`config.mk`:
```
export PLATFORM = sky130hd
export DESIGN_NAME = drv_line_seq
export DESIGN_NICKNAME = d
export VERILOG_FILES = /design/src/rtl/drv_line_pkg.sv /design/src/rtl/drv_sync2.sv /design/src/rtl/drv_phase_cnt.sv /design/src/rtl/drv_line_seq.sv
export SDC_FILE = /design/constraint.sdc
export NUM_CORES = 1
export LEC_CHECK = 0
export ABC_AREA = 1
export BUFFER_PORTS_ARGS = -buffer_cell sky130_fd_sc_hd__buf_2
export CAP_MARGIN = 20
export CORE_MARGIN = 2
export CORE_UTILIZATION = 55
export DETAILED_ROUTE_END_ITERATION = 16
export PLACE_DENSITY = 0.77
export SYNTH_ARGS = -nofsm -noshare
export SYNTH_HDL_FRONTEND = slang
export SYNTH_SLANG_ARGS = --single-unit
```
`constraint.sdc`:
```
create_clock -name clk_i -period 3.45 [get_ports clk_i]
set_input_delay 0.69 -clock clk_i [delete_from_list [all_inputs] [get_ports clk_i]]
set_output_delay 0.69 -clock clk_i [all_outputs]
set_load 0.05 [all_outputs]
```
`src/rtl/drv_line_pkg.sv`:
```
package drv_line_pkg;
  localparam logic [2:0] ADDR_PARK = 3'd3;

  typedef enum logic [2:0] {
    ST_IDLE, ST_PARK, ST_SEL, ST_SETUP, ST_STRB, ST_HOLD
  } seq_st_e;

  // action codes
  localparam logic [3:0] ACT_STEP      = 4'd1;
  localparam logic [3:0] ACT_EJECT     = 4'd7;
  localparam logic [3:0] ACT_MOTOR_ON  = 4'd2;
  localparam logic [3:0] ACT_MOTOR_OFF = 4'd6;
  localparam logic [3:0] ACT_DIR_OUT   = 4'd0;
  localparam logic [3:0] ACT_DIR_IN    = 4'd4;
  localparam logic [3:0] ACT_INDEX     = 4'd3;
  localparam logic [3:0] ACT_MODE_GCR  = 4'd13;
  localparam logic [3:0] ACT_MODE_MFM  = 4'd9;

  // sense codes
  localparam logic [3:0] SNS_TRK0      = 4'd10;
  localparam logic [3:0] SNS_MEDIA_IN  = 4'd8;
  localparam logic [3:0] SNS_WPROT     = 4'd9;
  localparam logic [3:0] SNS_SEEK_DONE = 4'd14;
  localparam logic [3:0] SNS_PRESENT   = 4'd7;
  localparam logic [3:0] SNS_TACH      = 4'd11;
endpackage

```
`src/rtl/drv_sync2.sv`:
```
module drv_sync2 (
  input  logic clk_i,
  input  logic rst_ni,
  input  logic d_i,
  output logic q_o
);
  logic s1_q, s2_q;

  always_ff @(posedge clk_i or negedge rst_ni) begin
    if (!rst_ni) begin
      s1_q <= 1'b1;
      s2_q <= 1'b1;
    end else begin
      s1_q <= d_i;
      s2_q <= s1_q;
    end
  end

  assign q_o = s2_q;
endmodule

```
`src/rtl/drv_phase_cnt.sv`:
```
module drv_phase_cnt #(
  parameter int W = 8
) (
  input  logic         clk_i,
  input  logic         rst_ni,
  input  logic         load_i,
  input  logic [W-1:0] val_i,
  output logic         zero_o
);
  logic [W-1:0] cnt_q;

  always_ff @(posedge clk_i or negedge rst_ni) begin
    if (!rst_ni)             cnt_q <= '0;
    else if (load_i)         cnt_q <= val_i;
    else if (cnt_q != '0)    cnt_q <= cnt_q - 1'b1;
  end

  assign zero_o = (cnt_q == '0);
endmodule

```
`src/rtl/drv_line_seq.sv`:
```
module drv_line_seq
  import drv_line_pkg::*;
#(
  parameter int CLK_MHZ  = 50,
  parameter int SETUP_US = 1,
  parameter int STRB_US  = 2,
  parameter int HOLD_US  = 1
) (
  input  logic       clk_i,
  input  logic       rst_ni,
  input  logic       cmd_valid_i,
  input  logic       cmd_act_i,
  input  logic [3:0] cmd_code_i,
  input  logic       sense_i,
  output logic [2:0] addr_o,
  output logic       sel_o,
  output logic       strb_o,
  output logic       busy_o,
  output logic       sense_o,
  output logic       sense_vld_o,
  output logic       cmd_drop_o
);
  localparam int SETUP_CYC = CLK_MHZ * SETUP_US;
  localparam int STRB_CYC  = CLK_MHZ * STRB_US;
  localparam int HOLD_CYC  = CLK_MHZ * HOLD_US;
  localparam int MAX_CYC   = (SETUP_CYC > STRB_CYC)
                             ? ((SETUP_CYC > HOLD_CYC) ? SETUP_CYC : HOLD_CYC)
                             : ((STRB_CYC > HOLD_CYC) ? STRB_CYC : HOLD_CYC);
  localparam int CNT_W     = $clog2(MAX_CYC) + 1;

  seq_st_e     st_q;
  logic [2:0]  addr_q;
  logic        sel_q, strb_q, busy_q, sense_q, vld_q, drop_q;
  logic [3:0]  code_q;
  logic        act_q;
  logic        sns_s;
  logic        cnt_zero, cnt_ld;
  logic [CNT_W-1:0] cnt_val;

  drv_sync2 u_sync (
    .clk_i  (clk_i),
    .rst_ni (rst_ni),
    .d_i    (sense_i),
    .q_o    (sns_s)
  );

  // phase length reload
  always_comb begin
    cnt_ld  = 1'b0;
    cnt_val = '0;
    unique case (st_q)
      ST_SEL: begin
        cnt_ld  = 1'b1;
        cnt_val = CNT_W'(SETUP_CYC - 1);
      end
      ST_SETUP: if (cnt_zero && act_q) begin
        cnt_ld  = 1'b1;
        cnt_val = CNT_W'(STRB_CYC - 1);
      end
      ST_STRB: if (cnt_zero) begin
        cnt_ld  = 1'b1;
        cnt_val = CNT_W'(HOLD_CYC - 1);
      end
      default: ;
    endcase
  end

  drv_phase_cnt #(.W(CNT_W)) u_cnt (
    .clk_i  (clk_i),
    .rst_ni (rst_ni),
    .load_i (cnt_ld),
    .val_i  (cnt_val),
    .zero_o (cnt_zero)
  );

  always_ff @(posedge clk_i or negedge rst_ni) begin
    if (!rst_ni) begin
      st_q    <= ST_IDLE;
      addr_q  <= ADDR_PARK;
      sel_q   <= 1'b0;
      strb_q  <= 1'b0;
      busy_q  <= 1'b0;
      sense_q <= 1'b0;
      vld_q   <= 1'b0;
      drop_q  <= 1'b0;
      code_q  <= '0;
      act_q   <= 1'b0;
    end else begin
      vld_q  <= 1'b0;
      drop_q <= cmd_valid_i && busy_q;
      unique case (st_q)
        ST_IDLE: if (cmd_valid_i) begin
          st_q   <= ST_PARK;
          addr_q <= ADDR_PARK;
          busy_q <= 1'b1;
          code_q <= cmd_code_i;
          act_q  <= cmd_act_i;
        end
        ST_PARK: begin
          sel_q <= code_q[3];   // head line moves only while parked
          st_q  <= ST_SEL;
        end
        ST_SEL: begin
          addr_q <= code_q[2:0];
          st_q   <= ST_SETUP;
        end
        ST_SETUP: if (cnt_zero) begin
          if (act_q) begin
            strb_q <= 1'b1;
            st_q   <= ST_STRB;
          end else begin
            sense_q <= ~sns_s;  // line low = condition true
            vld_q   <= 1'b1;
            busy_q  <= 1'b0;
            st_q    <= ST_IDLE;
          end
        end
        ST_STRB: if (cnt_zero) begin
          strb_q <= 1'b0;
          st_q   <= ST_HOLD;
        end
        ST_HOLD: if (cnt_zero) begin
          busy_q <= 1'b0;
          st_q   <= ST_IDLE;
        end
        default: st_q <= ST_IDLE;
      endcase
    end
  end

  assign addr_o      = addr_q;
  assign sel_o       = sel_q;
  assign strb_o      = strb_q;
  assign busy_o      = busy_q;
  assign sense_o     = sense_q;
  assign sense_vld_o = vld_q;
  assign cmd_drop_o  = drop_q;
endmodule

```
Word level (Yosys, flattened, before mapping)
Index checks and enable logic that the tools add are counted.

Register bits after elaboration: 27. Bits in latches: 0. Bits in writable memories: 0. ROM bits: 0. Input bits: 9. Output and inout port bits: 9. Word-level logic and storage cells: 69. Memories: 0.

Add/sub/neg operators: 1. Multipliers: 0. Div/mod/pow operators: 0. $lt $le $gt $ge: 0. Eq/ne operators: 11. Shifts and indexed selects: 0. Multiplexer cells: 27. Bitwise logic cells: 2. Reduce and logical (&&, ||, !) cells: 15.

Operator list (number): one-hot mux 7 bit (3 select lines) (1); 2-to-1 mux 3 bit (6); one-hot mux 3 bit (6 select lines) (1); 2-to-1 mux 8 bit (2); != test 2 bit, second input constant (6); 2-to-1 mux 1 bit (11); zero test 8 bit (1); AND reduction 4 bit (2); nonzero test 8 bit (1); subtractor 8 x 1 -> 8 bit, second input constant (1); 2-to-1 mux 7 bit (1); == test 3 x 2 -> 1 bit, second input constant (2); == test 3 bit, second input constant (2); 2-to-1 mux 6 bit (1); one-hot mux 1 bit (3 select lines) (2); one-hot mux 3 bit (2 select lines) (1); nonzero test 2 bit (3); AND reduction 5 bit (1); AND reduction 2 bit (2); == test 3 x 1 -> 1 bit, second input constant (1); zero test 3 bit (1); AND reduction 3 bit (1); nonzero test 3 bit (1); logical AND 1 bit (2); other kinds (2) (3).

Depth between registers and ports, before layout
Depth in word-level cells: 5. Depth in mapped cells: 9. Mapped depth without buffers: 9.

Hierarchy
A second synthesis with hierarchy kept.

Cells, all modules: 161. Area total of the unflattened synthesis: 1326.3 um^2.

By module, submodules not included: drv_line_seq (instances 1, cells an instance 88, area each 760.7 um^2, sequential area each 427.9 um^2); drv_phase_cnt (instances 1, cells an instance 71, area each 513.0 um^2, sequential area each 200.2 um^2); drv_sync2 (instances 1, cells an instance 2, area each 52.6 um^2, sequential area each 52.6 um^2).

Least setup slack after synthesis
OpenSTA, ideal clock, no wires.

Kind: register to register. From: register u_cnt.cnt_q[0]. To: register u_cnt.cnt_q[0]. Library setup time: 0.124 ns. Arrival time: 1.271 ns. Data required time: 3.326 ns. Path slack: 2.055 ns. Cell stages (with the launch flop): 8. Buffers on the path: 1. Period minus slack after synthesis: 1.395 ns. Cells stage by stage: dfrtp_1 inv_1 ha_1 nand2_1 nor2_4 buf_6 xor2_1 or2_1.

Cells in the longest elaborated chain, start to end: 5. Elaborated cells on any way between the ends: 13. Those cells by class: add/sub (1); mux (8); reduce/logical (4).

Ends and longest elaborated chain: start: declaration (line drv_phase_cnt.sv:10) `logic [W-1:0] cnt_q;`; start signal: assignment (line drv_phase_cnt.sv:14) `else if (load_i) cnt_q <= val_i;`; start signal: assignment (line drv_phase_cnt.sv:15) `else if (cnt_q != '0) cnt_q <= cnt_q - 1'b1;`; parallel branches: the longest is 5 deep, another holds subtractor 8 x 1 -> 8 bit.

Several ways; the timed one is not identified. The select of a mux whose other input is x is not followed. A chain may end at the register's enable or synchronous reset.

Worst setup path after layout
From: register addr_q[1], in the netlist addr_o[1]. To: output addr_o[1].

RTL lines: start: declaration (line drv_line_seq.sv:32) `logic [2:0] addr_q;`; start signal: assignment (line drv_line_seq.sv:104) `addr_q <= code_q[2:0];`; end: declaration (line drv_line_seq.sv:15) `output logic [2:0] addr_o,`.

No word-level cell between the ends.

==> results.md <==
Worst hold path:
- In this run the worst hold path is classified as input pin to asynchronous set/reset pin.

Detailed routing:
- The met3 routed wirelength is 110 um.
- The total via count after detailed routing is 1108.
- For this run, the detailed router's first-pass iteration total came to 4.
- The remaining number of nets flagged by the antenna check after routing is 0.
- The detailed router put a total of 1100 um of wire on met1.
- The detailed router's first-iteration violation count is 23.
- Dividing the detail-routed wire length by the instance count gives 11.9 um.
- The highest routed metal layer is met4.
- The via density per instance is 5.20.
- The final wirelength is 2530 um.
- The met2 wire length is 1280 um.
- In the routed design, unresolved DRC markers number 0.

Layout:
- From synthesis to final layout, the design area changed by 9.33%.
- The fraction of final layout cells with drive strength greater than 1 is 23.0%.
- The multi-input combinational cells in the finished layout cover a total of 559 um2.
- The repair_antennas step left the layout with diodes totalling 0.
- At the end of the flow, the number of nets in the layout was 195.
- The number of fillers in the final layout is 216.
- Across the whole layout, storage elements account for 681 um2.

Pwr:
- The share of total power consumed by net switching is 47.7%.
- The power share of the sequential group is 41.0%.
- Power spread over the standard cell area amounts to 863 nW/um2.
- The part of the total power dissipated in combinational logic is 48.7%.
- For this design the total switching power over the nets is 0.615 mW.
- The leakage power of the design is 0.818 nW.
- The proportion of power drawn by the clock network is 10.3%.
- The worst ir drop on vdd is 0.650 mV.
- The internal portion of the total power is 0.675 mW.

Logic synthesis:
- By count the netlist is led by 38 x nand2_1, 24 x inv_1, 23 x dfrtp_1, 13 x nor2_1, 12 x nand3_1.
- In this run the biggest area consumer among cell types represents 42.1% of the synthesized area.
- The Yosys step of the flow raised 0 warnings.
- In the synthesized netlist, the number of instances is 164.
- Counting flops with a built-in enable in the synthesized netlist gives 0.
- Ranked by total cell area, the synthesized netlist is headed by dfrtp_1 42%, nand2_1 10%, dfstp_2 7.7%.
- The post-synthesis cell area is 1370 um2.
- The post-synthesis sequential element count is 27.
- The most used flip-flop cell after synthesis is dfrtp_1.
- The most used standard cell by instance count after synthesis is nand2_1.
- The largest total area in the synthesized netlist belongs to dfrtp_1.
- The number of nets in the synthesized netlist is 175.
- The share of synthesized area occupied by flip-flops and latches is 49.8%.
- In the synthesized netlist the async set-or-reset flop fraction comes to 100%.
- The number of distinct library cells after synthesis is 27.
- The average cell area after synthesis is 8.34 um2.

Critical path:
- The sort of element at the end of the critical path is an output port.
- The startpoint of the worst setup timing path is addr_o[1].
- The class of the most critical setup path is register to output port.
- Data arrives at the worst endpoint at 1.13 ns.
- For the worst setup path, the data required time is 2.76 ns.
- The largest delay contributor family on the critical path is flip-flops.
- The reg2reg setup slack is 1.78 ns.
- The critical path goes through buf_2.
- The startpoint identified for the worst register-to-register timing path is u_cnt.cnt_q[0].
- The cell with the largest stage delay on the worst path is dfstp_2.
- The type of origin of the critical path is a register.
- On the worst path, the slowest cell contributes a delay of 0.55 ns.
- The worst-path maximum fanout is 2.
- The buffers plus inverters on the worst setup path is 1.

STA:
- The count of final setup violators is 0.
- The worst path uses 52.7% of the clock period.
- The number of pins with negative max-slew slack in the final report is 0.
- Setup repair after global routing left no endpoint under its margin.
- After routing, the total negative slack on setup checks comes to 0 ns.
- The final number of hold-violating endpoints is 0.
- Between clock sinks in the finished design, the worst skew comes to 0.00329 ns.
- After layout, the minimum clock period comes to 1.82 ns.
- The timing-limited maximum frequency is 0.550 GHz.
- The worst-case headroom to the max-slew limit is 61.3%.
- For the pin with the worst max-slew slack, the measured transition is 0.580 ns.
- The final worst hold slack is 0.338 ns.

Floorplan:
- The die extent in x is 53.9 um.
- The starting density of the core is 56.7%.
- The area of the die is 2900 um2.
- The area of the placeable core is 2410 um2.
- In this run the vertical extent of the chip is 53.9 um.
- The number of top-level design ports is 18.
- In this run the core area contains 18 standard-cell rows.

Flow run:
- Across the run, the number of max-cap violations was 0.

Clocking:
- After clock tree synthesis, the clock-pin slew on the worst setup and hold paths is 0.14 ns.
- The CTS root buffer is clkbuf_4.
- CTS built an H-tree with a depth of 1.
- The maximum buffer depth of the clock tree is 2.
- The setup fix buffers added after clock tree synthesis is 0.
- Gates resized during post-CTS repair numbered 0.
- The total number of clock tree sinks is 27.
- The number of buffers added by the clock tree synthesis step is 3.
- The clock insertion delay at the later pin of the skew report is 0.32 ns.
- The number of hold buffers added after CTS is 0.
- TritonCTS built the clock tree.

Global route:
- The via count of the first global-routing pass came to 1015.
- In the global route stage, overall resource usage came out at 20.4%.
- The total congestion overflow is 0.
- The first global-routing pass estimated 4190 um of wire.
- Entering global routing, the biggest net connects 28 pins.
- The number of antenna violations at the first check in global routing is 0.

Placed design:
- The HPWL after detailed placement is 1940 um.
- The count of buffers added on input and output ports is 17.
- At the end of routability-driven placement, the weighted congestion stood at 0.976.

Outcome:
- The run finished with clean final reports.
-- path summary, 6_finish.rpt --
check / endpoint / depth (start not counted)
min in group clk_i: u_sync.q_o / 0
min reg2reg: u_sync.q_o / 0
min: u_cnt.cnt_q[2] / 1
max reg2reg: st_q[2] / 9
max: addr_o[1] / 1
max in group asynchronous: addr_o[0] / 1
-- worst reg2reg max path, stage by stage (launching register included) --
cell     delay (ns)
dfrtp_1        0.41
inv_1          0.13
ha_1           0.18
nand2_1        0.09
nor2_4         0.30
inv_1          0.19
o21ai_2        0.12
inv_1          0.05
nand2_1        0.05
nand2_1        0.05
-- sequential cells by signal (all words and copies together), names as in the netlist --
signal,cells
strb_o,1
st_q,3
u_sync.s1_q,1
code_q,4
addr_o,3
sel_o,1
sense_o,1
sense_vld_o,1
busy_o,1
u_cnt.cnt_q,8
cmd_drop_o,1
act_q,1
u_sync.q_o,1
-- cells by family (layout without fill, tap and decap cells) --
family          after synthesis  after routing  share of synthesized area [%]
buf+inv                      30             49                           9.33
xor+xnor                      2              2                           1.28
fa+ha+maj                     2              2                           1.83
compound gates               18             18                           7.23
flops                        27             27                           49.8
simple gates                 85             85                           30.6
-- cell usage in the layout (no fill, tap or decap), types with 3 or more instances in the layout --
| master | count |
|---|---|
| nand3_2 | 3 |
| nand3_1 | 12 |
| dfrtp_1 | 23 |
| inv_1 | 24 |
| nand2_2 | 3 |
| nand4_1 | 4 |
| inv_2 | 3 |
| clkbuf_4 | 3 |
| nor3_1 | 3 |
| nor2_1 | 13 |
| dfstp_2 | 4 |
| a21oi_1 | 9 |
| nand2_1 | 38 |
| nor2_2 | 3 |
| o21ai_0 | 5 |
| buf_2 | 17 |
-- final cells by class --
cell class	count	area share, %
flip-flops and latches	27	45.5
multi-input cells	107	37.4
inverters	28	7.03
repair buffers	17	5.69
well taps	30	2.51
clock buffers	3	1.51
clock inverters	1	0.335
-- power groups by stage --
| stage | sequential [mW] | combinational (mW) | clock (mW) |
|---|---|---|---|
| finish | 0.529 | 0.628 | 0.133 |
| global route | 0.541 | 0.708 | 0.144 |
| CTS | 0.529 | 0.630 | 0.141 |
| detailed placement | 0.533 | 0.628 | 0 |
| global placement | 0.529 | 0.609 | 0 |
| floorplan | 0.622 | 0.413 | 0 |
-- per-stage QoR --
step / worst slack [ns] / total power [mW] / utilization (%) / instance area (um2) / std cells
3_5_place_dp: 1.79 / 1.16 / 60.9 / 1470 / 209
6_report: 1.63 / 1.29 / 62.0 / 1500 / 213
2_1_floorplan: 2.06 / 1.04 / - / 1370 / 164
5_1_grt: 1.59 / 1.39 / 62.0 / 1500 / 213
3_3_place_gp: 1.88 / 1.14 / 60.9 / 1470 / 209
4_1_cts: 1.62 / 1.30 / 62.0 / 1500 / 213
-- per-layer routing --
| metal | global-route usage [%] | up-vias |
|---|---|---|
| li1 | - | 557 |
| met1 | 24.0 | 513 |
| met2 | 36.6 | 29 |
| met3 | 3.33 | 9 |
| met4 | 8.55 | 0 |
| met5 | 0 | - |
Power figures use the tool's default switching activity.
